## config.mk

```make
export PLATFORM = sky130hd
export DESIGN_NAME = dpot_ctrl
export DESIGN_NICKNAME = d
export VERILOG_FILES = /design/src/rtl/potc_pkg.sv /design/src/rtl/potc_seq.sv /design/src/rtl/potc_regs.sv /design/src/rtl/potc_nvtimer.sv /design/src/rtl/potc_tapdec.sv /design/src/rtl/dpot_ctrl.sv
export SDC_FILE = /design/constraint.sdc
export NUM_CORES = 1
export LEC_CHECK = 0
export CORE_AREA = 2 2 417 419
export DETAILED_ROUTE_END_ITERATION = 8
export DIE_AREA = 0 0 419 421
export GPL_ROUTABILITY_DRIVEN = 1
export SYNTH_ARGS = -nofsm -noshare
export SYNTH_HDL_FRONTEND = slang
export SYNTH_SLANG_ARGS = --single-unit
```

## constraint.sdc

```tcl
create_clock -name clk -period 2.32 [get_ports clk]
set_input_delay 0.348 -clock clk [delete_from_list [all_inputs] [get_ports clk]]
set_output_delay 0.348 -clock clk [all_outputs]
set_load 0.01 [all_outputs]
```

## src/rtl/potc_pkg.sv

```systemverilog
package potc_pkg;
  localparam int SEL_W = 2;
  localparam int NREG  = 2 ** SEL_W;

  typedef enum logic [2:0] {
    CMD_NONE = 3'd0,
    CMD_RD_W = 3'd1,
    CMD_WR_W = 3'd2,
    CMD_RD_D = 3'd3,
    CMD_WR_D = 3'd4,
    CMD_LD_W = 3'd5,
    CMD_ST_D = 3'd6
  } cmd_e;

  // opcode is meaningful only together with the direction bit
  function automatic cmd_e decode_cmd(input logic [7:0] b, input logic rd);
    cmd_e c;
    if (b[4] || (b[1:0] != 2'b00)) return CMD_NONE;
    case ({rd, b[7:5]})
      4'b1100: c = CMD_RD_W;
      4'b0101: c = CMD_WR_W;
      4'b1101: c = CMD_RD_D;
      4'b0110: c = CMD_WR_D;
      4'b1110: c = CMD_LD_W;
      4'b0111: c = CMD_ST_D;
      default: c = CMD_NONE;
    endcase
    return c;
  endfunction

  function automatic logic is_store(input cmd_e c);
    return (c == CMD_WR_D) || (c == CMD_ST_D);
  endfunction
endpackage

```

## src/rtl/potc_seq.sv

```systemverilog
module potc_seq
  import potc_pkg::*;
#(
  parameter int W = 10
) (
  input  logic                    clk,
  input  logic                    rst_n,
  input  logic                    busy_i,
  input  logic                    start_i,
  input  logic                    rw_i,
  input  logic                    stop_i,
  input  logic                    in_valid,
  input  logic [7:0]              in_data,
  output logic                    in_ready,
  output logic                    out_valid,
  output logic [7:0]              out_data,
  input  logic                    out_ready,
  input  logic [W-1:0]            rd_wcr_i,
  input  logic [NREG-1:0][W-1:0]  rd_dr_i,
  output logic                    commit_o,
  output cmd_e                    commit_op_o,
  output logic [SEL_W-1:0]        commit_sel_o,
  output logic [W-1:0]            commit_data_o
);
  localparam int HI_W = W - 8;

  typedef enum logic [2:0] {
    S_IDLE, S_CMD, S_WHI, S_WLO, S_RHI, S_RLO, S_ARMED, S_DROP
  } st_e;

  st_e              st_q;
  logic             rd_q;
  cmd_e             op_q;
  logic [SEL_W-1:0] sel_q;
  logic [W-1:0]     val_q;
  logic             take;
  cmd_e             cmd_now;
  logic [SEL_W-1:0] sel_now;

  assign in_ready  = (st_q == S_CMD) || (st_q == S_WHI) || (st_q == S_WLO);
  assign take      = in_valid && in_ready;
  assign cmd_now   = decode_cmd(in_data, rd_q);
  assign sel_now   = in_data[3:2];
  assign out_valid = (st_q == S_RHI) || (st_q == S_RLO);
  assign out_data  = (st_q == S_RHI) ? {{(16-W){1'b0}}, val_q[W-1:8]} : val_q[7:0];

  assign commit_o      = (st_q == S_ARMED) && stop_i;
  assign commit_op_o   = op_q;
  assign commit_sel_o  = sel_q;
  assign commit_data_o = val_q;

  always_ff @(posedge clk) begin
    if (!rst_n) begin
      st_q  <= S_IDLE;
      rd_q  <= 1'b0;
      op_q  <= CMD_NONE;
      sel_q <= '0;
      val_q <= '0;
    end else if (stop_i) begin
      st_q <= S_IDLE;
    end else if (start_i) begin
      st_q <= busy_i ? S_IDLE : S_CMD;
      rd_q <= rw_i;
    end else begin
      case (st_q)
        S_CMD: if (take) begin
          op_q  <= cmd_now;
          sel_q <= sel_now;
          case (cmd_now)
            CMD_NONE: st_q <= S_DROP;
            CMD_RD_W: begin val_q <= rd_wcr_i;         st_q <= S_RHI; end
            CMD_RD_D: begin val_q <= rd_dr_i[sel_now]; st_q <= S_RHI; end
            CMD_WR_W, CMD_WR_D: st_q <= S_WHI;
            default:  st_q <= S_ARMED;
          endcase
        end
        S_WHI: if (take) begin
          val_q[W-1:8] <= in_data[HI_W-1:0];
          st_q <= S_WLO;
        end
        S_WLO: if (take) begin
          val_q[7:0] <= in_data;
          st_q <= S_ARMED;
        end
        S_RHI: if (out_ready) st_q <= S_RLO;
        S_RLO: if (out_ready) st_q <= S_DROP;
        default: ;
      endcase
    end
  end

  // send stream holds its byte under back-pressure
  p_out_hold_r3: assert property (@(posedge clk) disable iff (!rst_n)
    (out_valid && !out_ready && !stop_i && !start_i) |=> (out_valid && $stable(out_data)));
  // a start while busy opens nothing
  p_busy_start_r4: assert property (@(posedge clk) disable iff (!rst_n)
    (busy_i && start_i && !stop_i) |=> !in_ready);
  // stop always closes the transaction
  p_stop_closes_r12: assert property (@(posedge clk) disable iff (!rst_n)
    stop_i |=> (!in_ready && !out_valid));
endmodule

```

## src/rtl/potc_regs.sv

```systemverilog
module potc_regs
  import potc_pkg::*;
#(
  parameter int W = 10,
  parameter logic [NREG*W-1:0] DR_INIT = '0
) (
  input  logic                    clk,
  input  logic                    rst_n,
  input  logic                    protect_n,
  input  logic                    commit_i,
  input  cmd_e                    op_i,
  input  logic [SEL_W-1:0]        sel_i,
  input  logic [W-1:0]            data_i,
  output logic [W-1:0]            wcr_o,
  output logic [NREG-1:0][W-1:0]  dr_o,
  output logic                    nv_go_o
);
  logic [W-1:0]           wcr_q;
  logic [NREG-1:0][W-1:0] dr_q;
  logic                   recall_q;

  assign nv_go_o = commit_i && protect_n && is_store(op_i);
  assign wcr_o   = wcr_q;
  assign dr_o    = dr_q;

  always_ff @(posedge clk) begin
    if (!rst_n) begin
      wcr_q    <= '0;
      dr_q     <= DR_INIT;
      recall_q <= 1'b1;
    end else begin
      recall_q <= 1'b0;
      if (recall_q) wcr_q <= dr_q[0];
      else if (commit_i && (op_i == CMD_WR_W)) wcr_q <= data_i;
      else if (commit_i && (op_i == CMD_LD_W)) wcr_q <= dr_q[sel_i];
      if (nv_go_o) dr_q[sel_i] <= (op_i == CMD_WR_D) ? data_i : wcr_q;
    end
  end

  // power-up recall of register 0
  p_recall_r1: assert property (@(posedge clk) disable iff (!rst_n)
    recall_q |=> (wcr_q == $past(dr_q[0])));
  // wiper only moves on a committed command
  p_wcr_hold_r9: assert property (@(posedge clk) disable iff (!rst_n)
    (!commit_i && !recall_q) |=> $stable(wcr_q));
  // protect blocks storage writes
  p_protect_r8: assert property (@(posedge clk) disable iff (!rst_n)
    !protect_n |=> $stable(dr_q));
endmodule

```

## src/rtl/potc_nvtimer.sv

```systemverilog
module potc_nvtimer #(
  parameter int NV_CYCLES = 1000000
) (
  input  logic clk,
  input  logic rst_n,
  input  logic go_i,
  output logic busy_o
);
  localparam int CW = $clog2(NV_CYCLES + 1);
  localparam logic [CW-1:0] LOAD = CW'(NV_CYCLES);

  logic [CW-1:0] cnt_q;

  assign busy_o = (cnt_q != '0);

  always_ff @(posedge clk) begin
    if (!rst_n)           cnt_q <= '0;
    else if (go_i)        cnt_q <= LOAD;
    else if (cnt_q != '0) cnt_q <= cnt_q - 1'b1;
  end

  p_busy_rise_r4: assert property (@(posedge clk) disable iff (!rst_n)
    go_i |=> busy_o);
  p_busy_end_r7: assert property (@(posedge clk) disable iff (!rst_n)
    (cnt_q == CW'(1) && !go_i) |=> !busy_o);
endmodule

```

## src/rtl/potc_tapdec.sv

```systemverilog
module potc_tapdec #(
  parameter int W = 10
) (
  input  logic [W-1:0]      pos_i,
  output logic [2**W-1:0]   tap_o
);
  localparam int TAPS = 2 ** W;

  for (genvar i = 0; i < TAPS; i++) begin : g_tap
    assign tap_o[i] = (pos_i == W'(i));
  end
endmodule

```

## src/rtl/dpot_ctrl.sv

```systemverilog
module dpot_ctrl
  import potc_pkg::*;
#(
  parameter int W = 10,
  parameter int NV_CYCLES = 1000000,
  parameter logic [NREG*W-1:0] DR_INIT = {10'h000, 10'h3FF, 10'h2AA, 10'h155}
) (
  input  logic            clk,
  input  logic            rst_n,
  input  logic            protect_n,
  input  logic            bus_start,
  input  logic            bus_rw,
  input  logic            bus_stop,
  input  logic            in_valid,
  input  logic [7:0]      in_data,
  output logic            in_ready,
  output logic            out_valid,
  output logic [7:0]      out_data,
  input  logic            out_ready,
  output logic            busy_o,
  output logic [W-1:0]    wiper_o,
  output logic [2**W-1:0] tap_o
);
  logic                   commit;
  cmd_e                   commit_op;
  logic [SEL_W-1:0]       commit_sel;
  logic [W-1:0]           commit_data;
  logic [W-1:0]           wcr;
  logic [NREG-1:0][W-1:0] dr;
  logic                   nv_go;

  potc_seq #(.W(W)) u_seq (
    .clk(clk), .rst_n(rst_n), .busy_i(busy_o),
    .start_i(bus_start), .rw_i(bus_rw), .stop_i(bus_stop),
    .in_valid(in_valid), .in_data(in_data), .in_ready(in_ready),
    .out_valid(out_valid), .out_data(out_data), .out_ready(out_ready),
    .rd_wcr_i(wcr), .rd_dr_i(dr),
    .commit_o(commit), .commit_op_o(commit_op),
    .commit_sel_o(commit_sel), .commit_data_o(commit_data)
  );

  potc_regs #(.W(W), .DR_INIT(DR_INIT)) u_regs (
    .clk(clk), .rst_n(rst_n), .protect_n(protect_n),
    .commit_i(commit), .op_i(commit_op), .sel_i(commit_sel),
    .data_i(commit_data), .wcr_o(wcr), .dr_o(dr), .nv_go_o(nv_go)
  );

  potc_nvtimer #(.NV_CYCLES(NV_CYCLES)) u_timer (
    .clk(clk), .rst_n(rst_n), .go_i(nv_go), .busy_o(busy_o)
  );

  potc_tapdec #(.W(W)) u_tap (.pos_i(wcr), .tap_o(tap_o));

  assign wiper_o = wcr;

  p_tap_onehot_r11: assert property (@(posedge clk) disable iff (!rst_n)
    ($countones(tap_o) == 1) && tap_o[wiper_o]);
  p_ready_idle_r12: assert property (@(posedge clk) disable iff (!rst_n)
    (busy_o && !in_ready && !bus_start) |=> !in_ready);
endmodule

```

# Yosys cells after proc, flatten, opt, wreduce, memory -nomap -nowiden
# Index checks and enable logic that the tools add are counted.
[totals] reg_bits=90 in_bits=16 output_inout_bits=1045 word_cells=1137
[classes] addsub=1 n_lt_le_gt_ge=3 n_eq_ne=1052 n_mux=34 n_bitwise=3 n_reduce_logical=30
[op_table] op="$eq A10 B10 Y1 const B" n=512
[op_table] op="$eq A10 B9 Y1 const B" n=256
[op_table] op="$eq A10 B8 Y1 const B" n=128
[op_table] op="$eq A10 B7 Y1 const B" n=64
[op_table] op="$eq A10 B6 Y1 const B" n=32
[op_table] op="$eq A10 B5 Y1 const B" n=16
[op_table] op="$eq A10 B4 Y1 const B" n=8
[op_table] op="$mux W10" n=8
[op_table] op="$bmux W10 S2" n=2
[op_table] op="$bwmux W40" n=1
[op_table] op="$eq A10 B3 Y1 const B" n=4
[op_table] op="$mux W20" n=2
[op_table] op="$mux W3" n=8
[op_table] op="$eq A3 B3 Y1 const B" n=7
[op_table] op="$demux W10 S2" n=1
[op_table] op="$eq A10 B2 Y1 const B" n=2
[op_table] op="$pmux W10 S2" n=1
[op_table] op="$reduce_bool A20 Y1" n=1
[op_table] op="$sub A20 B1 Y20 const B" n=1
[op_table] op="$pmux W3 S6" n=1
[op_table] op="$reduce_and A6 Y1" n=3
[op_table] op="$mux W8" n=2
[op_table] op="$pmux W8 S2" n=1
[op_table] op="$eq A3 B2 Y1 const B" n=5
[op_table] op="25 further kinds" n=57

# Logic depth before layout (Yosys ltp)
# Gate-level depths: netlist of run 1.
[logic_depth] depth_word=10 ltp_mapped=8 mapped_depth_nobuf=8

# Hierarchy
# A second synthesis of run 1 with hierarchy kept.
[unflattened] cells_unflattened=1957 area_unflattened_um2=14267.4
[by_module_without_submodules] module="potc_tapdec" n_inst=1 cells_per_inst=1428 area_each_um2=9196.3 seq_area_each_um2=0.0
[by_module_without_submodules] module="potc_regs" n_inst=1 cells_per_inst=243 area_each_um2=2516.2 seq_area_each_um2=1021.0
[by_module_without_submodules] module="potc_seq" n_inst=1 cells_per_inst=163 area_each_um2=1520.2 seq_area_each_um2=380.4
[by_module_without_submodules] module="potc_nvtimer" n_inst=1 cells_per_inst=123 area_each_um2=1034.7 seq_area_each_um2=400.4

# Least setup slack after synthesis of run 1
# Ideal clock, no wire load.
[synth_timing] kind="register -> output" startpoint="register u_regs.wcr_q[6], in the netlist u_regs.wcr_o[6]" endpoint="output tap_o[364]" t_arrival_ps=1729 required_time_ps=1972 slack_ps=243 path_stages_with_launch=7 path_buffers=2 path_cell_list="dfxtp_1 -> buf_2 -> nand2_1 -> nor3_1 -> clkbuf_1 -> nand2_1 -> nor2_1"
[synth_between] elab_chain_cells=1
[synth_lines] element="from (decl)" line="potc_regs.sv:18" rtl="logic [W-1:0] wcr_q;"
[synth_lines] element="from (signal assigned)" line="potc_regs.sv:33" rtl="if (recall_q) wcr_q <= dr_q[0];"
[synth_lines] element="from (signal assigned)" line="potc_regs.sv:34" rtl="else if (commit_i && (op_i == CMD_WR_W)) wcr_q <= data_i;"
[synth_lines] element="from (signal assigned)" line="potc_regs.sv:35" rtl="else if (commit_i && (op_i == CMD_LD_W)) wcr_q <= dr_q[sel_i];"
[synth_lines] element="$eq A10 B9 Y1" line="potc_tapdec.sv:10" rtl="assign tap_o[i] = (pos_i == W'(i));"
[synth_lines] element="to (decl)" line="dpot_ctrl.sv:22" rtl="output logic [2**W-1:0] tap_o"
# No other way between the ends.

# Final worst setup path of run 1
[layout_timing] startpoint="register u_regs.wcr_q[1], in the netlist u_regs.wcr_o[1]" endpoint="output tap_o[945]"
[layout_between] elab_chain_cells=1
[layout_lines] element="$eq A10 B10 Y1" line="potc_tapdec.sv:10"
# No other way between the ends.

==> results of run 1 <==
## synthesized netlist by cell type, drive strengths merged (2+ instances only)
master	count	share of area
a211oi	24	0.017
a21oi	15	0.0072
a22o	7	0.0059
a31oi	5	0.0030
and2	14	0.0084
and3	2	0.0012
buf	50	0.021
clkbuf	142	0.051
dfxtp	90	0.17
inv	6	0.0022
mux2	2	0.0022
mux2i	33	0.032
mux4	20	0.043
nand2	328	0.12
nand2b	12	0.0072
nand3	12	0.0058
nand3b	5	0.0040
nand4b	2	0.0017
nor2	1096	0.40
nor2b	14	0.0092
nor3	19	0.011
nor3b	2	0.0014
nor4	8	0.0060
nor4b	3	0.0046
o2111ai	3	0.0031
o211ai	16	0.012
o21ai	20	0.0096
o221ai	10	0.0084
o22ai	3	0.0024
or2	3	0.0018
or3	6	0.0036
or4	4	0.0036
xor2	10	0.0084
## worst paths after layout
| check | start | endpoint |
|---|---|---|
| setup reg to reg | u_seq.st_q[0]$_SDFFE_PP0P_ | u_regs.wcr_o[2]$_SDFFE_PN0P_ |
| setup / recovery | u_regs.wcr_o[1]$_SDFFE_PN0P_ | tap_o[945] |
| hold reg to reg | u_regs.dr_o[22]$_SDFFE_PN1P_ | u_regs.dr_o[22]$_SDFFE_PN1P_ |
| hold / removal | u_regs.dr_o[22]$_SDFFE_PN1P_ | u_regs.dr_o[22]$_SDFFE_PN1P_ |
## power by group through the flow
stage               logic, mW  registers [mW]  clock network (mW)
floorplan                1.19            1.82                   0
global placement         1.94            1.85                   0
detailed placement       1.97            1.86                   0
CTS                      2.37            1.82                1.68
global route             3.03            1.85                1.74
finish                   2.84            1.83                1.65
## worst reg2reg max path: stages, from the launching register on
cell and delay, ps:
dfxtp_1 370, nand4b_1 270, nor4b_2 250, buf_4 260
buf_4 160, mux2i_1 200, o221ai_1 120, and2_1 200
## stage by stage
stage	hold slack [ps]	area [sq um]	setup slack (ps)	setup TNS (ps)	std cells
3_3_place_gp	477	30200	-645	-209470	5749
4_1_cts	505	35800	-271	-71270	6000
3_5_place_dp	495	30200	-621	-198430	5749
6_report	510	43300	-159	-27910	6173
5_1_grt	523	43300	-240	-67130	6173
2_1_floorplan	427	10400	243	0	1999
## cell families after synthesis
kind of cell / share of synthesized area
flops: 0.174
fa+ha+maj: 0.00120
xor+xnor: 0.00928
mux: 0.0774
simple gates: 0.587
buf+inv: 0.0746
compound gates: 0.0765
## cell type report
cell class                      count  area, sq um  share of cell area
Tap cell                         2325         2910              0.0672
Inverter                            6         22.5            0.000520
Clock buffer                       10          239             0.00552
Antenna cell                        2         5.00            0.000116
Clock inverter                      6         90.1             0.00208
Timing Repair Buffer             2023        22600               0.522
Multi-Input combinational cell   1711        15600               0.360
Sequential cell                    90         1840              0.0424
## repair_timing
item,4_1_cts,5_1_grt
setup buffers,234,240
endpoints found under the setup margin,1027,947
cloned,11,4
pin swaps,141,373
resized for setup,3557,2248
endpoints found under the hold margin,0,0
## layer usage
metal,GRT usage,share of wire,up-vias
met5,0,0.00010,-
met4,0.0622,0.044,2
met3,0.0478,0.083,245
met2,0.316,0.50,1101
met1,0.208,0.38,11300
li1,-,-,10000
## state kept, by name, indices dropped and copies added (netlist names)
register             count
u_timer.cnt_q           20
u_seq.commit_data_o     10
u_regs.recall_q          1
u_regs.dr_o             40
u_regs.wcr_o            10
u_seq.st_q               3
u_seq.rd_q               1
u_seq.commit_op_o        3
u_seq.commit_sel_o       2
==> qor.yml, run 1 <==
viasPerCell: 3.67
p_sw_mw: 2.44
syn_nets: 2016
seq_power_share: 0.290
violations: "negative setup slack"
fin_crit_sh: 1.07
clock.fmax_ghz: 0.403
vdd_drop_max_v: 0.000421
utilization: 0.251
wl_per_cell_um: 27.9
synth_area_sq_um: 10400
drv_cap: 0
final.setup_skew_ps: 9.25
combPwrFrac: 0.450
dr.pass1.iters: 7
cp_cell_sequence: "nand2b_4 > nor3_4 > buf_6 > buf_8 > buf_12 > buf_8 > nand2_8 > buf_8 > nor2_4 > buf_12"
status: "finished, violations left"
cts_buffers: 9
final_nets: 3858
dieArea_sq_um: 176000
layout-drive-gt1-share: 0.777
row_count: 153
clk-insertion-delay-late_ps: 360
grt_use_total: 0.179
synthFlopType: "dfxtp_1"
postSynthAreaPerCell_sq_um: 5.19
hold_depth: 2
yosys_warnings: 0
setup_viol: 483
async_reset_ff_frac: 0
r2r_slack_ps: 370
cp-start-kind: "register"
area_delta_synth_final_pct: 317
critPathTopFamily: "buffers and inverters"
ctsRootBufferMaster: "clkbuf_16"
antenna_found_initial: 12
drt_iter0_drc: 1389
cts_max_level: 3
switching_share: 0.387
synth-seq-area-share: 0.174
synth_cell_types: 61
ant_nets: 0
cts_tree: "yes"
cp.required_ps: 1970
internal_power_mw: 3.87
grt_pass1_wl_um: 212000
clock-sinks: 90
clkPwrFrac: 0.261
portBuffers: 1060
reg2regPathDepth: 7
mostFrequentLayoutCells: "buf_6, nor2_4, nor2_1"
finalHoldViolCount: 0
gp_congestion: 0.940
fillers: 18300
worst_slack_ps: -159
cp.depth: 10
slowest_delay_ps: 390
layout_min_cycle_time_ps: 2480
cts_hold_buf: 0
grt_pass1_vias: 21100
io_pins: 1061
rsz0062_at_grt: "true"
finalPower_mw: 6.31
drc_errors: 0
cpMostUsedCell: "buf_8"
cts_max_path_buffers: 2
timing.final.max_slew_violations: 0
initial_utilization: 0.0602
postSynthCellCount: 1999
final_common_cell: "buf_6"
worst_pin_slew_ps: 705
hpwlAfterDp_um: 135000
die_w_um: 419
cpMaxStageDelayCell: "dfxtp_4"
cellPowerDensity_nw_per_um2: 146
cp-end-kind: "output port"
grt_max_degree: 68
critical_path_buf_inv_count: 6
gr-total-overflow: 0
worst-path-max-fanout: 6
totalWireLength_um: 172000
clk_pin_slew_worst_paths_ps: 70
maxSlewHeadroom: 0.530
core_area_sq_um: 172000
synth_edf_count: 0
die_h_um: 421
hp-class: "register to register"
p_leak_nw: 17.4
worstSetupPathType: "register to output port"
arrival_ps: 2130
ys_ff_latch: 90
num_vias: 22700
(Power assumes the default switching activity.)
==> inputs of run 2 (changes only) <==
Settings changed: PLACE_DENSITY set to 0.3.
==> qor.yml, run 2 (synthesis gave the netlist of run 1 again) <==
largest_register_ffs: 40  # unchanged
die_w_um: 419  # unchanged
cts_tree: "yes"
hp-class: "register to register"
grt_pass1_wl_um: 203000  # -4.0%
grt_use_total: 0.171  # -0.00851
clk_pin_slew_worst_paths_ps: 70  # about the same
gr-total-overflow: 0  # unchanged
regArea_sq_um: 1840  # about the same
gp_congestion: 0.846  # -10%
cpMaxStageDelayCell: "dfxtp_4"
worst_slack_ps: -146  # +12.5 ps
dr.pass1.iters: 5  # -2
grt_pass1_vias: 20000  # -5.1%
final.setup_skew_ps: 8.94  # -0.311 ps
dieArea_sq_um: 176000  # unchanged
violations: "negative setup slack"
cp_cell_sequence: "nor4_4 > buf_12 > buf_12 > buf_12 > nand2_8 > buf_6 > nor2_4 > buf_6 > buf_12"
grt_max_degree: 67  # -1.5%
arrival_ps: 2120  # about the same
rsz0062_at_grt: "true"
ctsRootBufferMaster: "clkbuf_16"
min_to: "u_regs.dr_o[26]$_SDFFE_PN1P_"
worst-path-max-fanout: 7  # +1
initial_utilization: 0.0602  # unchanged
reg2regPathDepth: 6  # -1
holdWs_ps: 502  # -8.44 ps
slowest_delay_ps: 390  # about the same
clock-sinks: 90  # unchanged
clk-insertion-delay-late_ps: 360  # about the same
worstSetupPathType: "register to output port"
maxSlewHeadroom: 0.599  # +0.0686
timing.final.max_slew_violations: 0  # unchanged
viasPerCell: 3.48  # -5.3%
cp-start-kind: "register"
fin_crit_sh: 1.06  # -0.00539
area_delta_synth_final_pct: 299
final_cells: 6126  # -0.76%
r2r_slack_ps: 330  # -40 ps
multi_input_area_sq_um: 15100  # -2.9%
drv_cap: 0  # unchanged
drc_errors: 0  # unchanged
io_pins: 1061  # unchanged
mostFrequentLayoutCells: "buf_6, nor2_1, nor2_4"
clock.fmax_ghz: 0.405  # +0.51%
die_h_um: 421  # unchanged
final_common_cell: "buf_6"
dp_cells: 5718  # -0.54%
finalHoldViolCount: 0  # unchanged
p_leak_nw: 16.9  # -2.8%
min-delay-start: "u_regs.dr_o[26]$_SDFFE_PN1P_"
wl_per_cell_um: 26.5  # -5.0%
antenna_found_initial: 9  # -3
layout-drive-gt1-share: 0.757  # -0.0205
drt_iter0_drc: 854  # -39%
cts_buffers: 9  # unchanged
cts_max_level: 3  # unchanged
ant_nets: 0  # unchanged
finalPower_mw: 6.20  # -1.7%
totalWireLength_um: 162000  # -5.8%
reg2reg_from: "u_seq.st_q[0]$_SDFFE_PP0P_"
cellPowerDensity_nw_per_um2: 150  # +2.8%
row_count: 153  # unchanged
portBuffers: 1060  # unchanged
fillers: 18900  # +3.2%
layout_min_cycle_time_ps: 2470  # -12.5 ps
insertedDiodeCount: 0  # -2
hpwlAfterDp_um: 128000  # -5.5%
cp-end-kind: "output port"
core_area_sq_um: 172000  # unchanged
final_nets: 3813  # -1.2%
worst_pin_slew_ps: 601  # -104 ps
r2r_end: "u_regs.wcr_o[1]$_SDFFE_PN0P_"
cpMostUsedCell: "buf_12"
setup_viol: 279  # -42%
vdd_drop_max_v: 0.000393  # -6.8%
status: "finished, violations left"
cts_max_path_buffers: 2  # unchanged
cp.required_ps: 1970  # about the same
hold_depth: 2  # unchanged
num_vias: 21300  # -6.0%
[run 2: layout make-up]
type	instances	share of cell area
clock buffers	11	0.00610
clock inverters	5	0.000876
inverters	6	0.000544
multi-input cells	1711	0.366
flip-flops and latches	90	0.0444
well taps	2325	0.0702
repair buffers	1978	0.512
[run 2: worst max-delay path by stage]
stage,depth (start not counted),from,slack (ps),to
3_5_place_dp,9,u_regs.wcr_o[3]$_SDFFE_PN0P_,-620,tap_o[404]
5_1_grt,9,u_regs.wcr_o[6]$_SDFFE_PN0P_,-240,tap_o[777]
3_3_place_gp,9,u_regs.wcr_o[3]$_SDFFE_PN0P_,-630,tap_o[404]
6_report,9,u_regs.wcr_o[6]$_SDFFE_PN0P_,-150,tap_o[777]
4_1_cts,9,u_regs.wcr_o[1]$_SDFFE_PN0P_,-230,tap_o[768]
2_1_floorplan,6,u_regs.wcr_o[6]$_SDFFE_PN0P_,240,tap_o[364]
[run 2: metal layers]
layer | vias up | track usage | part of all wire
met3 | 113 | 0.0350 | 0.051
met5 | - | 0 | 0.00012
met2 | 623 | 0.310 | 0.52
li1 | 9925 | - | -
met1 | 10600 | 0.209 | 0.41
met4 | 4 | 0.0240 | 0.019
[run 2: power breakdown]
part	total, mW	switching (mW)	internal [mW]
Sequential	1.83	0.161	1.67
Clock	1.48	0.686	0.790
Combinational	2.90	1.62	1.27
[run 2: repair_timing]
action,4_1_cts,5_1_grt
hold buffers,0,0
pin swaps,129,332
endpoints found under the setup margin,1025,964
setup buffers,255,217
cloned,10,7
resized for setup,3789,2278
[run 2: worst max-delay path, delay by kind of cell (launching register included)]
family | cells | cell delay (ps)
DFF | 1 | 390
buffers and inverters | 6 | 780
and+or+nand+nor | 3 | 560
[run 2: per-stage QoR]
| stage | instance area [sq um] | utilization | worst slack (ps) | TNS (ps) |
|---|---|---|---|---|
| final | 41400 | 0.240 | -146 | -11710 |
| after global routing | 41400 | 0.240 | -239 | -49610 |
| after detailed placement | 29400 | 0.170 | -617 | -200560 |
| after floorplan | 10400 | - | 243 | 0 |
| after CTS | 34100 | 0.198 | -229 | -64420 |
| after global placement | 29400 | 0.170 | -632 | -207600 |
==> inputs of run 3 (changes only) <==
Settings changed: ABC_AREA set to 1, CORE_AREA 2 2 417 419 to 2 2 416 418, DIE_AREA 0 0 419 421 to 0 0 418 420.
==> qor.yml, run 3 <==
status: "finished, violations left"
violations: "negative setup slack"
syn_nets: 2311  # +15%
postSynthAreaPerCell_sq_um: 4.66  # -10%
cts_tree: "yes"
final_common_cell: "nor2_1"
initial_utilization: 0.0625  # +0.00235
synth_edf_count: 0  # unchanged
clock.fmax_ghz: 0.407  # +0.31%
grt_max_degree: 51  # -24%
tns_ps: -8060  # +3640 ps
worstSetupPathType: "register to output port"
final.setup_skew_ps: 11.6  # +2.68 ps
slowest_delay_ps: 380  # about the same
ant_nets: 0  # unchanged
fin_crit_sh: 1.06  # -0.00334
dieArea_sq_um: 176000  # -0.48%
post_dp_cell_area_sq_um: 28400  # -3.2%
hpwlAfterDp_um: 128000  # -0.11%
critPathTopFamily: "buffers and inverters"
grt_use_met2: 0.311  # +0.000788
ys_ff_latch: 90  # unchanged
utilization: 0.219  # -0.0211
fillers: 19300  # +2.3%
layout-drive-gt1-share: 0.642  # -0.115
synth_most_common_cell: "nor2_1"
r2r_slack_ps: 370  # +40 ps
yosys-top-cells-count: "nor2_1, nand2_1, clkbuf_1"
met3_usage: 0.0373  # +0.00225
grt_pass1_vias: 20800  # +3.8%
finalHoldViolCount: 0  # unchanged
drt_iter0_drc: 1329  # +56%
grt_pass1_wl_um: 208000  # +2.2%
cts_max_path_buffers: 2  # unchanged
largest_register_ffs: 40  # unchanged
drc_errors: 0  # unchanged
p_leak_nw: 16.9  # +0.13%
cp-start-kind: "register"
grtUsageMet1: 0.217  # +0.00807
cts_max_level: 3  # unchanged
antenna_found_initial: 7  # -2
hp-class: "register to register"
setup_viol: 203  # -27%
synth-seq-area-share: 0.168  # -0.00504
postSynthCellCount: 2294  # +15%
drv_cap: 0  # unchanged
ctsRootBufferMaster: "clkbuf_16"
place_ws_ps: -538  # +78.2 ps
core_area_sq_um: 171000  # -0.87%
cp_cell_sequence: "inv_4 > nand2_2 > buf_6 > buf_6 > nor2_4 > buf_12 > buf_12 > buf_8 > buf_12 > nand2_8 > buf_6 > nor2_1 > buf_2"
synth_area_leader_cell: "nor2_1"
gp_congestion: 0.864  # +2.2%
clk_pin_slew_worst_paths_ps: 80  # about the same
layout_min_cycle_time_ps: 2460  # -7.74 ps
cellPowerDensity_nw_per_um2: 172  # +15%
worst_slack_ps: -139  # +7.74 ps
wl_per_cell_um: 26.7  # +0.72%
portBuffers: 1060  # unchanged
vdd_drop_max_v: 0.000361  # -7.9%
worst_pin_slew_ps: 707  # +105 ps
cp.required_ps: 1970  # about the same
synthFlopType: "dfxtp_1"
area_delta_synth_final_pct: 250
fin_area_sq_um: 37400  # -9.6%
async_reset_ff_frac: 0  # unchanged
critical_path_buf_inv_count: 9  # +3
clk-insertion-delay-late_ps: 370  # about the same
synth_cell_types: 34  # -44%
io_pins: 1061  # unchanged
mostFrequentLayoutCells: "nor2_1, buf_6, buf_2"
yosys_warnings: 0  # unchanged
die_w_um: 418  # -0.24%
dr.pass1.iters: 5  # unchanged
gr-total-overflow: 0  # unchanged
maxSlewHeadroom: 0.528  # -0.0703
cp-end-kind: "output port"
rsz0062_at_grt: "true"
clock-sinks: 90  # unchanged
grt.busiest_layer: "met2"
timing.final.max_slew_violations: 0  # unchanged
num_vias: 22500  # +5.8%
viasPerCell: 3.60  # +3.7%
synth_area_sq_um: 10700  # +3.0%
die_h_um: 420  # -0.24%
yosysTopAreaCellShare: 0.410  # +0.0138
final_nets: 4031  # +5.7%
cpMaxStageDelayCell: "dfxtp_4"
grt_use_total: 0.174  # +0.00314
totalWireLength_um: 167000  # +2.8%
arrival_ps: 2110  # about the same
yosys-top-cells-area: "nor2_1, dfxtp_1, nand2_1"
row_count: 152  # -0.65%
worst-path-max-fanout: 4  # -3
holdWs_ps: 485  # -16.8 ps
insertedDiodeCount: 0  # unchanged
cts_buffers: 9  # unchanged
run 3: changes by cell type after synthesis, moves of 51 or more:
| cell | change |
|---|---|
| o21ai_0 | +51 |
| nand2_1 | +101 |
| inv_1 | +100 |
| a21oi_1 | +81 |
| nor2_1 | +72 |
| nand3_1 | +66 |
run 3: what timing repair did:
item | 4_1_cts | 5_1_grt
gates cloned | 21 | 10
resized for setup | 3262 | 2238
pin swaps | 78 | 189
endpoints found under the setup margin | 1025 | 933
hold buffers | 0 | 0
buffers inserted | 258 | 199
run 3: cell type report:
type                       instances  area, sq um  area share
timing repair buffer            1891        18800       0.502
multi-input combinational       1911        13300       0.354
tap                             2233         2790      0.0746
sequential                        90         1840      0.0491
inverter                         111          458      0.0122
clock buffer                      11          243     0.00648
clock inverter                     5         38.8     0.00104
run 3: worst reg2reg max path: cells and delay by family, from the launching register on:
family | cells | cell delay, ps
AO/OA/AOI/OAI | 1 | 330
flip-flops | 1 | 450
AND/OR/NAND/NOR | 5 | 1060
run 3: stage by stage:
stage | power (mW) | cells
floorplan | 3.30 | 2294
finish | 6.42 | 6252
global route | 6.88 | 6252
CTS | 6.20 | 6121
global placement | 4.38 | 5849
detailed placement | 4.36 | 5849
run 3: worst paths after layout:
kind / from / endpoint / cells past startpoint
hold / removal: u_regs.dr_o[12]$_SDFFE_PN0P_ / u_regs.dr_o[12]$_SDFFE_PN0P_ / 2
setup reg to reg: u_seq.st_q[1]$_SDFFE_PP0P_ / u_regs.wcr_o[3]$_SDFFE_PN0P_ / 6
setup / recovery: u_regs.wcr_o[3]$_SDFFE_PN0P_ / tap_o[855] / 13
hold reg to reg: u_regs.dr_o[12]$_SDFFE_PN0P_ / u_regs.dr_o[12]$_SDFFE_PN0P_ / 2
run 3: kinds of logic after synthesis:
kind of cell               Yosys count  synth area share
xor gates and xnor gates             8           0.00655
adders and majority gates            1           0.00117
DFF                                 90             0.169
AOI/OAI and AO/OA                  200            0.0986
buffers and inverters              294             0.111
and+or+nand+nor                   1701             0.614
run 3: where the power goes:
group | internal [mW] | switching [mW]
Clock | 0.765 | 0.735
Sequential | 1.69 | 0.161
Combinational | 1.22 | 1.85
run 3: per-layer routing:
layer | part of all wire | vias up
li1 | - | 10500
met1 | 0.42 | 11100
met2 | 0.50 | 801
met3 | 0.059 | 108
met4 | 0.018 | 0
met5 | 0 | -
